<file path="src/rtl/cmp_timer_pkg.sv">
package cmp_timer_pkg;
  localparam int unsigned ADDR_W = 4;

  localparam logic [ADDR_W-1:0] ADR_CTRL = 4'd0;
  localparam logic [ADDR_W-1:0] ADR_IEN  = 4'd1;
  localparam logic [ADDR_W-1:0] ADR_STAT = 4'd2;
  localparam logic [ADDR_W-1:0] ADR_EVT  = 4'd3;
  localparam logic [ADDR_W-1:0] ADR_CNT  = 4'd4;
  localparam logic [ADDR_W-1:0] ADR_PSC  = 4'd5;
  localparam logic [ADDR_W-1:0] ADR_ARR  = 4'd6;
  localparam int unsigned       CMP_BASE = 7;

  localparam int unsigned CTRL_RUN = 0;
  localparam int unsigned CTRL_PRE = 1;
endpackage

</file>
<file path="src/rtl/cmp_timer_rstsync.sv">
module cmp_timer_rstsync #(
  parameter int unsigned STAGES = 2
) (
  input  logic clk,
  input  logic rst_n_in,
  output logic rst_n_out
);
  logic [STAGES-1:0] sync_q;
  logic [STAGES-1:0] sync_d;

  always_comb begin
    sync_d = {sync_q[STAGES-2:0], 1'b1};
  end

  always_ff @(posedge clk or negedge rst_n_in) begin
    if (!rst_n_in) sync_q <= '0;
    else           sync_q <= sync_d;
  end

  assign rst_n_out = sync_q[STAGES-1];
endmodule

</file>
<file path="src/rtl/cmp_timer_prescale.sv">
module cmp_timer_prescale #(
  parameter int unsigned W = 16
) (
  input  logic         clk,
  input  logic         rst_n,
  input  logic         run,
  input  logic         upd,
  input  logic         psc_wr,
  input  logic [W-1:0] psc_wdata,
  output logic [W-1:0] psc_buf,
  output logic         tick
);
  logic [W-1:0] buf_q, buf_d;
  logic [W-1:0] act_q, act_d;
  logic [W-1:0] pcnt_q, pcnt_d;

  assign tick    = run && (pcnt_q == act_q);
  assign psc_buf = buf_q;

  always_comb begin
    buf_d  = psc_wr ? psc_wdata : buf_q;
    act_d  = upd ? buf_q : act_q;
    pcnt_d = pcnt_q;
    if (upd)       pcnt_d = '0;
    else if (tick) pcnt_d = '0;
    else if (run)  pcnt_d = pcnt_q + W'(1);
  end

  always_ff @(posedge clk or negedge rst_n) begin
    if (!rst_n) begin
      buf_q  <= '0;
      act_q  <= '0;
      pcnt_q <= '0;
    end else begin
      buf_q  <= buf_d;
      act_q  <= act_d;
      pcnt_q <= pcnt_d;
    end
  end


  prescale_hold_chk: assert property (@(posedge clk) disable iff (!rst_n)
    (!run && !upd) |=> $stable(pcnt_q));
endmodule

</file>
<file path="src/rtl/cmp_timer_counter.sv">
module cmp_timer_counter #(
  parameter int unsigned W = 16
) (
  input  logic         clk,
  input  logic         rst_n,
  input  logic         tick,
  input  logic         ug,
  input  logic         preload,
  input  logic         arr_wr,
  input  logic         cnt_wr,
  input  logic [W-1:0] wdata,
  output logic [W-1:0] cnt,
  output logic [W-1:0] limit,
  output logic [W-1:0] arr_buf,
  output logic         wrap,
  output logic         upd
);
  logic [W-1:0] cnt_q, cnt_d;
  logic [W-1:0] buf_q, buf_d;
  logic [W-1:0] sh_q, sh_d;

  assign limit   = preload ? sh_q : buf_q;
  assign wrap    = tick && (cnt_q == limit);
  assign upd     = ug || wrap;
  assign cnt     = cnt_q;
  assign arr_buf = buf_q;

  always_comb begin
    buf_d = arr_wr ? wdata : buf_q;
    sh_d  = upd ? buf_q : sh_q;
    cnt_d = cnt_q;
    if (ug)          cnt_d = '0;
    else if (cnt_wr) cnt_d = wdata;
    else if (wrap)   cnt_d = '0;
    else if (tick)   cnt_d = cnt_q + W'(1);
  end

  always_ff @(posedge clk or negedge rst_n) begin
    if (!rst_n) begin
      cnt_q <= '0;
      buf_q <= '1;
      sh_q  <= '1;
    end else begin
      cnt_q <= cnt_d;
      buf_q <= buf_d;
      sh_q  <= sh_d;
    end
  end


  wrap_to_zero_chk: assert property (@(posedge clk) disable iff (!rst_n)
    (wrap && !ug && !cnt_wr) |=> (cnt_q == '0));


  ug_zero_chk: assert property (@(posedge clk) disable iff (!rst_n)
    ug |=> (cnt_q == '0));
endmodule

</file>
<file path="src/rtl/cmp_timer_chan.sv">
module cmp_timer_chan #(
  parameter int unsigned W = 16
) (
  input  logic         clk,
  input  logic         rst_n,
  input  logic         cmp_wr,
  input  logic [W-1:0] wdata,
  input  logic         tick,
  input  logic         wrap,
  input  logic [W-1:0] cnt,
  input  logic [W-1:0] limit,
  output logic [W-1:0] cmp,
  output logic         hit
);
  logic [W-1:0] cmp_q, cmp_d;
  logic [W-1:0] cnt_inc;
  logic         past_lim;

  assign cnt_inc  = cnt + W'(1);
  assign past_lim = (cmp_q > limit);
  assign cmp      = cmp_q;

  always_comb begin
    cmp_d = cmp_wr ? wdata : cmp_q;
    if (!tick)     hit = 1'b0;
    else if (wrap) hit = (cmp_q == '0) || past_lim;
    else           hit = (cnt_inc == cmp_q);
  end

  always_ff @(posedge clk or negedge rst_n) begin
    if (!rst_n) cmp_q <= '0;
    else        cmp_q <= cmp_d;
  end
endmodule

</file>
<file path="src/rtl/cmp_timer.sv">
module cmp_timer
  import cmp_timer_pkg::*;
#(
  parameter int unsigned CNT_W = 16,
  parameter int unsigned NCH   = 4
) (
  input  logic              clk,
  input  logic              rst_n,
  input  logic              bus_wr,
  input  logic [ADDR_W-1:0] bus_addr,
  input  logic [CNT_W-1:0]  bus_wdata,
  output logic [CNT_W-1:0]  bus_rdata,
  output logic              irq
);
  localparam int unsigned NF = NCH + 1;

  logic srst_n;
  logic wr_ctrl, wr_ien, wr_stat, wr_evt, wr_cnt, wr_psc, wr_arr;
  logic ug, tick, wrap, upd;
  logic [1:0]       ctrl_q, ctrl_d;
  logic [NF-1:0]    ien_q, ien_d;
  logic [NF-1:0]    stat_q, stat_d, stat_set, stat_clr;
  logic [NCH-1:0]   hits;
  logic [CNT_W-1:0] cnt_v, limit_v, arr_buf_v, psc_buf_v;
  logic [CNT_W-1:0] cmp_v [NCH];

  cmp_timer_rstsync #(.STAGES(2)) u_rst (
    .clk(clk), .rst_n_in(rst_n), .rst_n_out(srst_n)
  );

  assign wr_ctrl = bus_wr && (bus_addr == ADR_CTRL);
  assign wr_ien  = bus_wr && (bus_addr == ADR_IEN);
  assign wr_stat = bus_wr && (bus_addr == ADR_STAT);
  assign wr_evt  = bus_wr && (bus_addr == ADR_EVT);
  assign wr_cnt  = bus_wr && (bus_addr == ADR_CNT);
  assign wr_psc  = bus_wr && (bus_addr == ADR_PSC);
  assign wr_arr  = bus_wr && (bus_addr == ADR_ARR);
  assign ug      = wr_evt && bus_wdata[0];

  cmp_timer_prescale #(.W(CNT_W)) u_psc (
    .clk(clk), .rst_n(srst_n), .run(ctrl_q[CTRL_RUN]), .upd(upd),
    .psc_wr(wr_psc), .psc_wdata(bus_wdata), .psc_buf(psc_buf_v), .tick(tick)
  );

  cmp_timer_counter #(.W(CNT_W)) u_cnt (
    .clk(clk), .rst_n(srst_n), .tick(tick), .ug(ug),
    .preload(ctrl_q[CTRL_PRE]), .arr_wr(wr_arr), .cnt_wr(wr_cnt),
    .wdata(bus_wdata), .cnt(cnt_v), .limit(limit_v), .arr_buf(arr_buf_v),
    .wrap(wrap), .upd(upd)
  );

  for (genvar g = 0; g < NCH; g++) begin : g_ch
    logic cmp_wr;
    assign cmp_wr = bus_wr && (bus_addr == ADDR_W'(CMP_BASE + g));
    cmp_timer_chan #(.W(CNT_W)) u_ch (
      .clk(clk), .rst_n(srst_n), .cmp_wr(cmp_wr), .wdata(bus_wdata),
      .tick(tick), .wrap(wrap), .cnt(cnt_v), .limit(limit_v),
      .cmp(cmp_v[g]), .hit(hits[g])
    );
  end

  always_comb begin
    stat_set = {hits, upd};
    stat_clr = wr_stat ? ~bus_wdata[NF-1:0] : '0;
    stat_d   = (stat_q & ~stat_clr) | stat_set;
    ctrl_d   = wr_ctrl ? bus_wdata[1:0] : ctrl_q;
    ien_d    = wr_ien ? bus_wdata[NF-1:0] : ien_q;
  end

  always_ff @(posedge clk or negedge srst_n) begin
    if (!srst_n) begin
      ctrl_q <= '0;
      ien_q  <= '0;
      stat_q <= '0;
    end else begin
      ctrl_q <= ctrl_d;
      ien_q  <= ien_d;
      stat_q <= stat_d;
    end
  end

  assign irq = |(stat_q & ien_q);

  always_comb begin
    bus_rdata = '0;
    case (bus_addr)
      ADR_CTRL: bus_rdata = CNT_W'(ctrl_q);
      ADR_IEN:  bus_rdata = CNT_W'(ien_q);
      ADR_STAT: bus_rdata = CNT_W'(stat_q);
      ADR_CNT:  bus_rdata = cnt_v;
      ADR_PSC:  bus_rdata = psc_buf_v;
      ADR_ARR:  bus_rdata = arr_buf_v;
      default:  bus_rdata = '0;
    endcase
    for (int i = 0; i < NCH; i++) begin
      if (bus_addr == ADDR_W'(CMP_BASE + i)) bus_rdata = cmp_v[i];
    end
  end


  set_wins_chk: assert property (@(posedge clk) disable iff (!srst_n)
    (stat_set != '0) |=> ((stat_q & $past(stat_set)) == $past(stat_set)));


  flag_sticky_chk: assert property (@(posedge clk) disable iff (!srst_n)
    !wr_stat |=> ((~stat_q & $past(stat_q)) == '0));


  irq_masked_chk: assert property (@(posedge clk) disable iff (!srst_n)
    (ien_q == '0) |-> !irq);
endmodule

</file>
<file path="config.mk">
export PLATFORM = sky130hd
export DESIGN_NAME = cmp_timer
export DESIGN_NICKNAME = d
export VERILOG_FILES = /design/src/rtl/cmp_timer_pkg.sv /design/src/rtl/cmp_timer_rstsync.sv /design/src/rtl/cmp_timer_prescale.sv /design/src/rtl/cmp_timer_counter.sv /design/src/rtl/cmp_timer_chan.sv /design/src/rtl/cmp_timer.sv
export SDC_FILE = /design/constraint.sdc
export NUM_CORES = 1
export LEC_CHECK = 0
export BUFFER_PORTS_ARGS = -buffer_cell sky130_fd_sc_hd__buf_2
export CORE_ASPECT_RATIO = 1.25
export CORE_MARGIN = 10
export CORE_UTILIZATION = 50
export CTS_CLUSTER_SIZE = 40
export DETAILED_ROUTE_END_ITERATION = 8
export PLACE_DENSITY = 0.76
export SYNTH_ARGS = -nofsm -noshare
export SYNTH_HDL_FRONTEND = slang
export SYNTH_SLANG_ARGS = --single-unit
</file>
<file path="constraint.sdc">
create_clock -name clk -period 4.89 [get_ports clk]
set_input_delay 0.978 -clock clk [delete_from_list [all_inputs] [get_ports clk]]
set_output_delay 0.978 -clock clk [all_outputs]
set_load 0.02 [all_outputs]
</file>
==> Word level (Yosys, flattened, before mapping) <==
Index checks and enable logic that the tools add are counted.
{ "totals": {"ff_bits": 174, "out_inout_bits": 17, "in_bits": 23, "word_cells": 90} }
{ "op_classes": {"reduce_logical": 27, "addsub": 2, "n_bitwise": 5, "order_cmp": 4, "n_eq_ne": 16, "muxes": 22} }
{ "ops": {"columns": ["operator", "n"], "rows": [
  ["16-bit 2-to-1 mux", 12],
  ["16-bit equality test", 6],
  ["16-bit case mux with 6 select lines", 1],
  ["16-bit > comparator", 4],
  ["16-bit logical NOT", 4],
  ["16-bit by 1-bit adder with 16-bit output, second input constant", 2],
  ["4-bit by 3-bit equality test with 1-bit output, second input constant", 4],
  ["1-bit logical AND", 14],
  ["4-bit equality test, second input constant", 3],
  ["5-bit bitwise AND", 2],
  ["5-bit NOT", 2],
  ["4-bit by 2-bit equality test with 1-bit output, second input constant", 2],
  ["1-bit 2-to-1 mux", 8],
  ["1-bit logical OR", 5],
  ["5-bit 2-to-1 mux", 1],
  ["5-bit bitwise OR", 1],
  ["5-bit OR reduction", 1],
  ["4-bit by 1-bit equality test with 1-bit output, second input constant", 1],
  ["4-bit logical NOT", 1],
  ["4-bit nonzero test", 1],
  ["3-bit nonzero test", 1]
]} }

==> Depth between registers and ports, before layout <==
Gate-level depths: netlist of the first run.
{ "logic_depth": {"word_depth": 6, "depth_mapped": 11, "mapped_depth_nobuf": 9} }

==> Modules after synthesis <==
From an unflattened synthesis of the first run, not the netlist that was laid out.
{ "unflattened": {"cells_unflattened": 1372, "hier_area_um2": 13369.1} }
{ "modules_own_cells": {"columns": ["mod", "area_each_um2", "cells_each", "n_inst"], "rows": [
  ["cmp_timer_chan", 1659.1, 185, 4],
  ["cmp_timer_counter", 2700.1, 223, 1],
  ["cmp_timer_prescale", 2253.4, 186, 1],
  ["cmp_timer", 1725.4, 220, 1],
  ["cmp_timer_rstsync", 53.8, 3, 1]
]} }

==> Worst setup path after synthesis of the first run <==
No wires, ideal clock.
{ "synth_path": {"kind": "in2out", "startpoint": "in bus_addr[3]", "endpoint": "out bus_rdata[6]", "path_buffers": 3, "t_arrival_ns": 2.644, "path_stages": 7, "setup_slack_ns": 1.268, "cell_sequence": "clkbuf_1 -> nor2b_1 -> and3_1 -> clkbuf_1 -> clkbuf_1 -> a22oi_1 -> a41oi_1"} }
{ "synth_between": {"elab_chain_cells": 6, "elab_cells_between_ends": 15} }
{ "synth_rtl": {"columns": ["item", "line_no", "rtl"], "rows": [
  ["from (decl)", "cmp_timer.sv:10", "input logic [ADDR_W-1:0] bus_addr,"],
  ["4-bit by 3-bit equality test with 1-bit output (tied with other cells)", "cmp_timer.sv:86", "case (bus_addr)"],
  ["16-bit case mux with 6 select lines", "cmp_timer.sv:86", null],
  ["16-bit 2-to-1 mux (3 in a row)", "cmp_timer.sv:96", "if (bus_addr == ADDR_W'(CMP_BASE + i)) bus_rdata = cmp_v[i];"],
  ["16-bit 2-to-1 mux (*)", "cmp_timer.sv:96", null],
  ["to (decl)", "cmp_timer.sv:12", "output logic [CNT_W-1:0] bus_rdata,"]
]} }
Mark *: on every way between the ends. The rest lies on a longest branch, timed or not.

==> Final worst setup path of the first run <==
{ "layout_path": {"startpoint": "in bus_addr[2]", "endpoint": "out bus_rdata[1]"} }
The elaborated chain is that of the path after synthesis.

==> run summary, run 1 <==
The per-cell via count in the routed design is 6.65. Summing every instance area after synthesis gives 11,500 um2. In this run the critical register-to-register path is launched from ctrl_q[1]. Setup repair after global routing left no endpoint under its margin. The number of max-slew violations in the final report was 0. The antenna diode count came out at 0. For the worst setup path, the data required time is 3.91 ns. The average wire per cell in the routed design came out at 26.8 um. The pin count of the biggest net entering global routing came out at 128. The source-to-sink clock delay at the later pin of the worst-skew pair is 0.46 ns.

The share of total power in the clock network is 0.232. The dominant register cell in the synthesized netlist is sky130_fd_sc_hd__dfrtp_1. The number of CTS-inserted buffers is 17. The worst-case clock buffer depth is 2. The clock transition at the registers of the reported paths is 0.07 ns. The net switching power came out at 0.00252 W.

The share of the core filled with cells in the final layout is 0.549. In the post-synthesis netlist, the cell with the most instances is sky130_fd_sc_hd__dfrtp_1. The type of origin of the critical path is an input port.

The count of distinct cell types in the synthesized netlist came out at 74. The share of final-layout standard cells stronger than drive strength 1 came out at 0.235. The core footprint is 22,900 um2.

The placed wire-length estimate after detailed placement came out at 28.1 mm. The signal on the critical path passes through buf_2 > nor2b_1 > and3_1 > a222oi_1 > nand3_1 > a21oi_1 > a21oi_1 > buf_2. Dividing total power by cell area gives a power density of 490 nW/um2. The count of cells along the worst register-to-register path came out at 8. The H-tree was split into 4 levels.

The combinational group share of total power is 0.361. For this block, the initial DRC count from the detailed router was 983. The analysis attributes to cell leakage a power of 5.35 nW. The worst endpoint data arrival time came out at 3.13 ns. The reg-to-reg setup timing slack came out at 1.23 ns. For this run, asynchronously set or reset flops after synthesis account for 1.00.

The number of buffers inserted by post-CTS setup repair came out at 0. The via count of the first global-routing pass is 9,334. In the synthesized netlist, the cells that appear most often are sky130_fd_sc_hd__dfrtp_1, sky130_fd_sc_hd__mux2_2, sky130_fd_sc_hd__nand2_1, sky130_fd_sc_hd__ha_1, sky130_fd_sc_hd__xnor2_1.

The number of rows in the core area is 62. In this run the mean area of a mapped cell was 10.5 um2. The biggest fanout along the worst timing path came out at 14. The internal power consumption is 0.00363 W. In this run, synthesis inferred 0 flip-flops with an integrated enable.

The number of clock sinks came out at 174. The cell with the biggest individual delay on the critical path is sky130_fd_sc_hd__and3_1. STA classifies the critical path endpoint as an output port.

Buffers inserted to repair hold after CTS numbered 0. The wire length of the first global-routing pass is 57.5 mm. The count of final hold-check violations came out at 0. The overall via count from detail_route came out at 9,457. The synthesis-to-layout area growth came out at 8.81%. The largest area contributor in the netlist is sky130_fd_sc_hd__dfrtp_1. The initial antenna violation count is 0. The vertical die dimension is 190 um.

The achievable clock frequency is 243 MHz. The total iterations of the first detailed-routing run came out at 7. The post-route setup TNS came out at 0 ns.

The share of the clock period used by the worst path is 0.841. The switching share of total power came out at 0.411. The worst register-to-register path ends at stat_q[3]. The buffer and inverter count on the worst path is 2. The count of nets after finishing came out at 1,210.

The initial utilization of the core area, before any placement, comes to 0.504. The global placement routability congestion came out at 0.999. The count of port buffers added during placement is 39. The sequential cell fraction of total power came out at 0.406. The tree is rooted in a sky130_fd_sc_hd__clkbuf_16. Counting I/O delays and the setup requirement, the final critical path takes 4.11 ns. TritonCTS built the clock tree. The total routing usage reported by global routing is 0.256. 40 I/O pins were placed. The relative max-transition margin is 0.338. The run finished with clean final reports. The worst-case IR drop observed on VDD is 0.291 mV. In this run the worst setup path begins at bus_addr[2]. On the critical path the largest part of the delay comes from simple AND/OR/NAND/NOR gates. Global routing finished with a remaining overflow of 0. The setup path with the least slack is of type in -> out. The die outline width came out at 156 um. The die covers 29,600 um2. The setup clock skew after layout is 0.0228 ns.

The register area share after synthesis is 0.381. For this run, the number of Yosys warnings is 0. The number of nets in the synthesized netlist is 1,192. The worst hold path class is in -> async. By area the synthesized netlist is led by sky130_fd_sc_hd__dfrtp_1, sky130_fd_sc_hd__mux2_2, sky130_fd_sc_hd__dfstp_2. For the pin with the worst max-slew slack, the measured transition is 0.991 ns. The number of nets with antenna violations after routing is 0. The total length of routed wires came out at 38.1 mm. The final-report setup violation count came out at 0. Across the run, the number of max-cap violations was 0. The number of synthesized register bits came out at 174. The DRC violation count after routing is 0. Counting every instance in the synthesized netlist gives 1,103.

The largest stage delay on the critical path is 0.69 ns. The portion of synthesized cell area occupied by the leading cell type came out at 0.308. After clock tree synthesis, the repair step resized 0 gates.
[power groups by stage]
stage	sequential, W	clock (W)	combinational (W)
global route	0.00252	0.00149	0.00244
finish	0.00250	0.00143	0.00222
global placement	0.00249	0	0.00213
detailed placement	0.00249	0	0.00218
floorplan	0.00211	0	0.00179
CTS	0.00247	0.00144	0.00220
[worst max-delay path by stage]
| stage | end | slack, ns | depth (start not counted) |
|---|---|---|---|
| floorplan | bus_rdata[6] | 1.27 | 7 |
| global placement | bus_rdata[1] | 0.93 | 8 |
| detailed placement | bus_rdata[1] | 0.86 | 8 |
| CTS | bus_rdata[1] | 0.86 | 8 |
| global route | bus_rdata[1] | 0.76 | 8 |
| finish | bus_rdata[1] | 0.78 | 8 |
[routing by layer]
layer	up-vias	wire [um]	global-route usage
met1	4696	15000	0.312
met3	135	2530	0.0427
met5	-	0	0
met4	0	2170	0.145
met2	468	18400	0.420
li1	4158	-	-
[placed cells by master, fill, tap and decap left out, types with 14 or more instances in the layout]
master and n:
sky130_fd_sc_hd__xnor2_1 65, sky130_fd_sc_hd__nor3_1 14, sky130_fd_sc_hd__mux2i_1 22, sky130_fd_sc_hd__a21oi_1 46, sky130_fd_sc_hd__nand3_1 45, sky130_fd_sc_hd__nor2_1 42
sky130_fd_sc_hd__buf_2 39, sky130_fd_sc_hd__dfstp_2 32, sky130_fd_sc_hd__xor2_1 44, sky130_fd_sc_hd__nor4_1 30, sky130_fd_sc_hd__nand2_1 78, sky130_fd_sc_hd__ha_1 66
sky130_fd_sc_hd__o21ai_0 54, sky130_fd_sc_hd__nand4_1 25, sky130_fd_sc_hd__mux2_2 127, sky130_fd_sc_hd__buf_4 16, sky130_fd_sc_hd__a22oi_1 37, sky130_fd_sc_hd__dfrtp_1 141
sky130_fd_sc_hd__clkbuf_16 17
[metrics by stage]
stage | cell area, um2 | worst slack [ns] | hold slack (ns) | power [W] | std cells
2_1_floorplan | 11500 | 1.27 | 0.331 | 0.00389 | 1103
3_3_place_gp | 12000 | 0.926 | 0.335 | 0.00462 | 1390
3_5_place_dp | 12000 | 0.864 | 0.337 | 0.00468 | 1390
4_1_cts | 12600 | 0.859 | 0.283 | 0.00610 | 1422
5_1_grt | 12600 | 0.758 | 0.287 | 0.00646 | 1422
6_report | 12600 | 0.779 | 0.299 | 0.00615 | 1422
[kinds of logic after synthesis]
logic type	count (synthesis)	synth area share
flip-flops	174	0.381
adder cells (fa/ha/maj)	66	0.0715
buffers and inverters	71	0.0308
multiplexers	161	0.155
XOR/XNOR	118	0.0986
AO/OA/AOI/OAI	206	0.117
other	1	0.000325
AND/OR/NAND/NOR	306	0.146
[state kept, by name (all words and copies together) (netlist names)]
register       count
stat_q             5
u_rst.sync_q       2
u_psc.act_q       16
u_cnt.cnt         16
u_cnt.arr_buf     16
g_ch.u_ch.cmp     64
u_cnt.sh_q        16
ien_q              5
u_psc.psc_buf     16
ctrl_q             2
u_psc.pcnt_q      16
[final cells by class]
cell class                      instances  area [um2]
Clock buffer                           18         429
Clock inverter                         14         175
Fill cell                            1981       10300
Inverter                               13        48.8
Multi-Input combinational cell        858        6790
Sequential cell                       174        4400
Tap cell                              288         360
Timing Repair Buffer                   57         355
No activity file was read; power rests on OpenSTA's default activity.
==> run 2, diff against run 1 <==
--- a/config.mk
+++ b/config.mk
@@ -11,7 +11,7 @@
 export CORE_UTILIZATION = 50
 export CTS_CLUSTER_SIZE = 40
 export DETAILED_ROUTE_END_ITERATION = 8
-export PLACE_DENSITY = 0.76
+export PLACE_DENSITY = 0.73
 export SYNTH_ARGS = -nofsm -noshare
 export SYNTH_HDL_FRONTEND = slang
 export SYNTH_SLANG_ARGS = --single-unit
==> constraint.sdc (replaced) <==
create_clock -name clk -period 4.25 [get_ports clk]
set_input_delay 0.85 -clock clk [delete_from_list [all_inputs] [get_ports clk]]
set_output_delay 0.85 -clock clk [all_outputs]
set_load 0.02 [all_outputs]
==> run summary, run 2 (synthesis gave the netlist of run 1 again) <==
The run finished with clean final reports. The clock root buffer master is sky130_fd_sc_hd__clkbuf_16. STA classifies the critical path endpoint as an output port.

In this run the deepest clock path goes through 2 buffers. For the worst flop-to-flop path, the logic depth is 8. Across all setup checks in the final design, the least slack found is 0.384 ns.

The first global-routing pass estimated 58.5 mm of wire. On the final layout, the worst clock skew is 0.0132 ns. The shortest period the worst path allows came out at 3.87 ns. The switching share of total power came out at 0.419. The final-report setup violation count came out at 0. The terminus of the critical flop-to-flop path is stat_q[3]. The die outline width came out at 156 um. The placed wire-length estimate after detailed placement is 28.4 mm. The worst setup path is launched from an input port. The net switching power came out at 0.00296 W. The worst hold path class is in -> async.

The number of CTS-inserted buffers is 17. The die area came out at 29,600 um2. The total routing usage reported by global routing is 0.260. The kind of critical path is in -> out. The global placement routability congestion is 1.05. TritonCTS built the clock tree.

The count of final hold-check violations came out at 0. The top cell types in the final layout, fill and taps aside, are sky130_fd_sc_hd__dfrtp_1, sky130_fd_sc_hd__mux2_2, sky130_fd_sc_hd__nand2_1. The count of nets after finishing came out at 1,228.

The met1 layer usage reported by global route is 0.316. For this run, global-route usage on met3 was measured as 0.0441. The area of the multi-input gates came out at 6790 um2.

The sequential cell fraction of total power came out at 0.403. Walking the worst path, the cells encountered are buf_2 > nor2b_1 > and3_1 > a222oi_1 > nand3_1 > a21oi_1 > a21oi_1 > buf_2. The worst endpoint data arrival time came out at 3.02 ns. The pin count of the biggest net entering global routing came out at 112. The initial utilization of the core area, before any placement, comes to 0.504. The via count of the first global-routing pass came to 9,655.

The per-cell via count in the routed design is 6.62. The register cell area after layout came out at 4400 um2. The vertical die dimension is 190 um. The core region is 22,900 um2.

The antenna diode count came out at 0. met2 is the most crowded layer. The total length of routed wires is 38.4 mm. The register with the most flip-flops in the layout has 64 of them. The worst path required time came out at 3.40 ns. The total iterations of the first detailed-routing run is 8. The initial DRC count came out at 1,079.

The share of final-layout standard cells stronger than drive strength 1 came out at 0.247. Setup slack on the worst reg-to-reg path comes out at 1.02 ns. In this run the static leakage power is 5.44 nW. Once the clock tree was built, the resizer swapped 0 gates to a different size.

For the pin with the worst max-slew slack, the measured transition is 1.09 ns. Counting tap cells, the placed design contains a total of 1,408 instances. The synthesis-to-layout area growth came out at 9.86%. The average wire per cell in the routed design came out at 26.6 um. The number of buffers inserted by post-CTS setup repair came out at 0. For met2 alone, demand over resource in global routing was 0.423.

The largest stage delay on the critical path came out at 0.71 ns. The remaining global-route overflow is 0. The library cell used most frequently in the layout, excluding fill and tap cells, is sky130_fd_sc_hd__dfrtp_1. For this design, the CTS-stage hold fixing added 0 buffers. The number of max-slew violations in the final report came out at 0. The number of clock sinks came out at 174. The final cell count without fillers came out at 1,440.

The combinational group share of total power is 0.373. The power density over the cells is 558 nW/um2. The source-to-sink clock delay at the later pin of the worst-skew pair is 0.45 ns. The internal power consumption came out at 0.00412 W. The DRC violation count after routing is 0. The post-placement setup slack is 0.485 ns. The post-route setup TNS came out at 0 ns. Setup repair after global routing left no endpoint under its margin. The clock transition at the registers of the reported paths is 0.06 ns. For this run, the top clock speed supported by timing is 259 MHz. The level count of the clock H-tree is 4.

The total of fill cells in the finished design is 1,987. Measured against its own limit, the worst slew margin works out to 0.272. The initialized floorplan defines 62 standard-cell rows. The share of total power in the clock network is 0.224. The count of nets left with antenna violations once routing finished came out at 0. The share of the clock period used by the worst path is 0.910.

The biggest fanout along the worst timing path came out at 14. The initial antenna violation count came out at 1. The worst IR drop on VDD is 0.329 mV.

The overall via count from detail_route is 9,532. The largest individual stage delay along the critical path comes from the cell sky130_fd_sc_hd__and3_1. The count of port buffers added during placement is 39. The startpoint of the worst-slack reg-to-reg timing path is u_cnt.cnt[1]. The worst-case hold slack came out at 0.180 ns. The top-level port count came out at 40. The max-cap check violation count came out at 0.
==> run 2: cell count changes in the layout (fill, tap and decap cells not counted), moves of 2 or more <==
cell                         change
sky130_fd_sc_hd__buf_4          +18
sky130_fd_sc_hd__clkinv_8        +3
sky130_fd_sc_hd__bufinv_16       -2
sky130_fd_sc_hd__clkinvlp_4      -2
==> run 2: worst max-delay path by stage <==
stage / from / to / slack, ns
floorplan: bus_addr[3] / bus_rdata[6] / 0.88
global placement: bus_addr[2] / bus_rdata[1] / 0.57
detailed placement: bus_addr[2] / bus_rdata[1] / 0.48
CTS: bus_addr[2] / bus_rdata[1] / 0.47
global route: bus_addr[2] / bus_rdata[1] / 0.31
finish: bus_addr[2] / bus_rdata[1] / 0.38
==> run 2: layer usage <==
layer  share of wire  vias to the layer above
li1                -                     4199
met2            0.48                      482
met3           0.067                      117
met1            0.39                     4734
met5               0                        -
met4           0.063                        0
==> run 2: area by class of cell <==
type | count | area share
timing repair buffer | 75 | 0.0387
tap | 288 | 0.0284
multi-input combinational | 858 | 0.536
inverter | 13 | 0.00385
clock inverter | 15 | 0.0130
clock buffer | 17 | 0.0335
sequential | 174 | 0.347
==> run 2: stage by stage <==
step	instance area (um2)	total power [W]	util
after floorplan	11500	0.00448	-
after detailed placement	12100	0.00544	0.528
final	12700	0.00708	0.554
after CTS	12700	0.00705	0.554
after global placement	12100	0.00536	0.528
after global routing	12700	0.00745	0.554
==> run 2: worst max-delay path: cells and delay by family <==
family	cells	cell delay [ns]
simple gates	3	1.24
buf+inv	2	0.39
compound gates	3	0.53
==> run 2: power by group through the flow <==
stage	registers [W]	clock network [W]	logic, W
after CTS	0.00282	0.00161	0.00262
after global routing	0.00289	0.00168	0.00288
after floorplan	0.00243	0	0.00205
after global placement	0.00284	0	0.00252
after detailed placement	0.00285	0	0.00260
final	0.00285	0.00159	0.00264
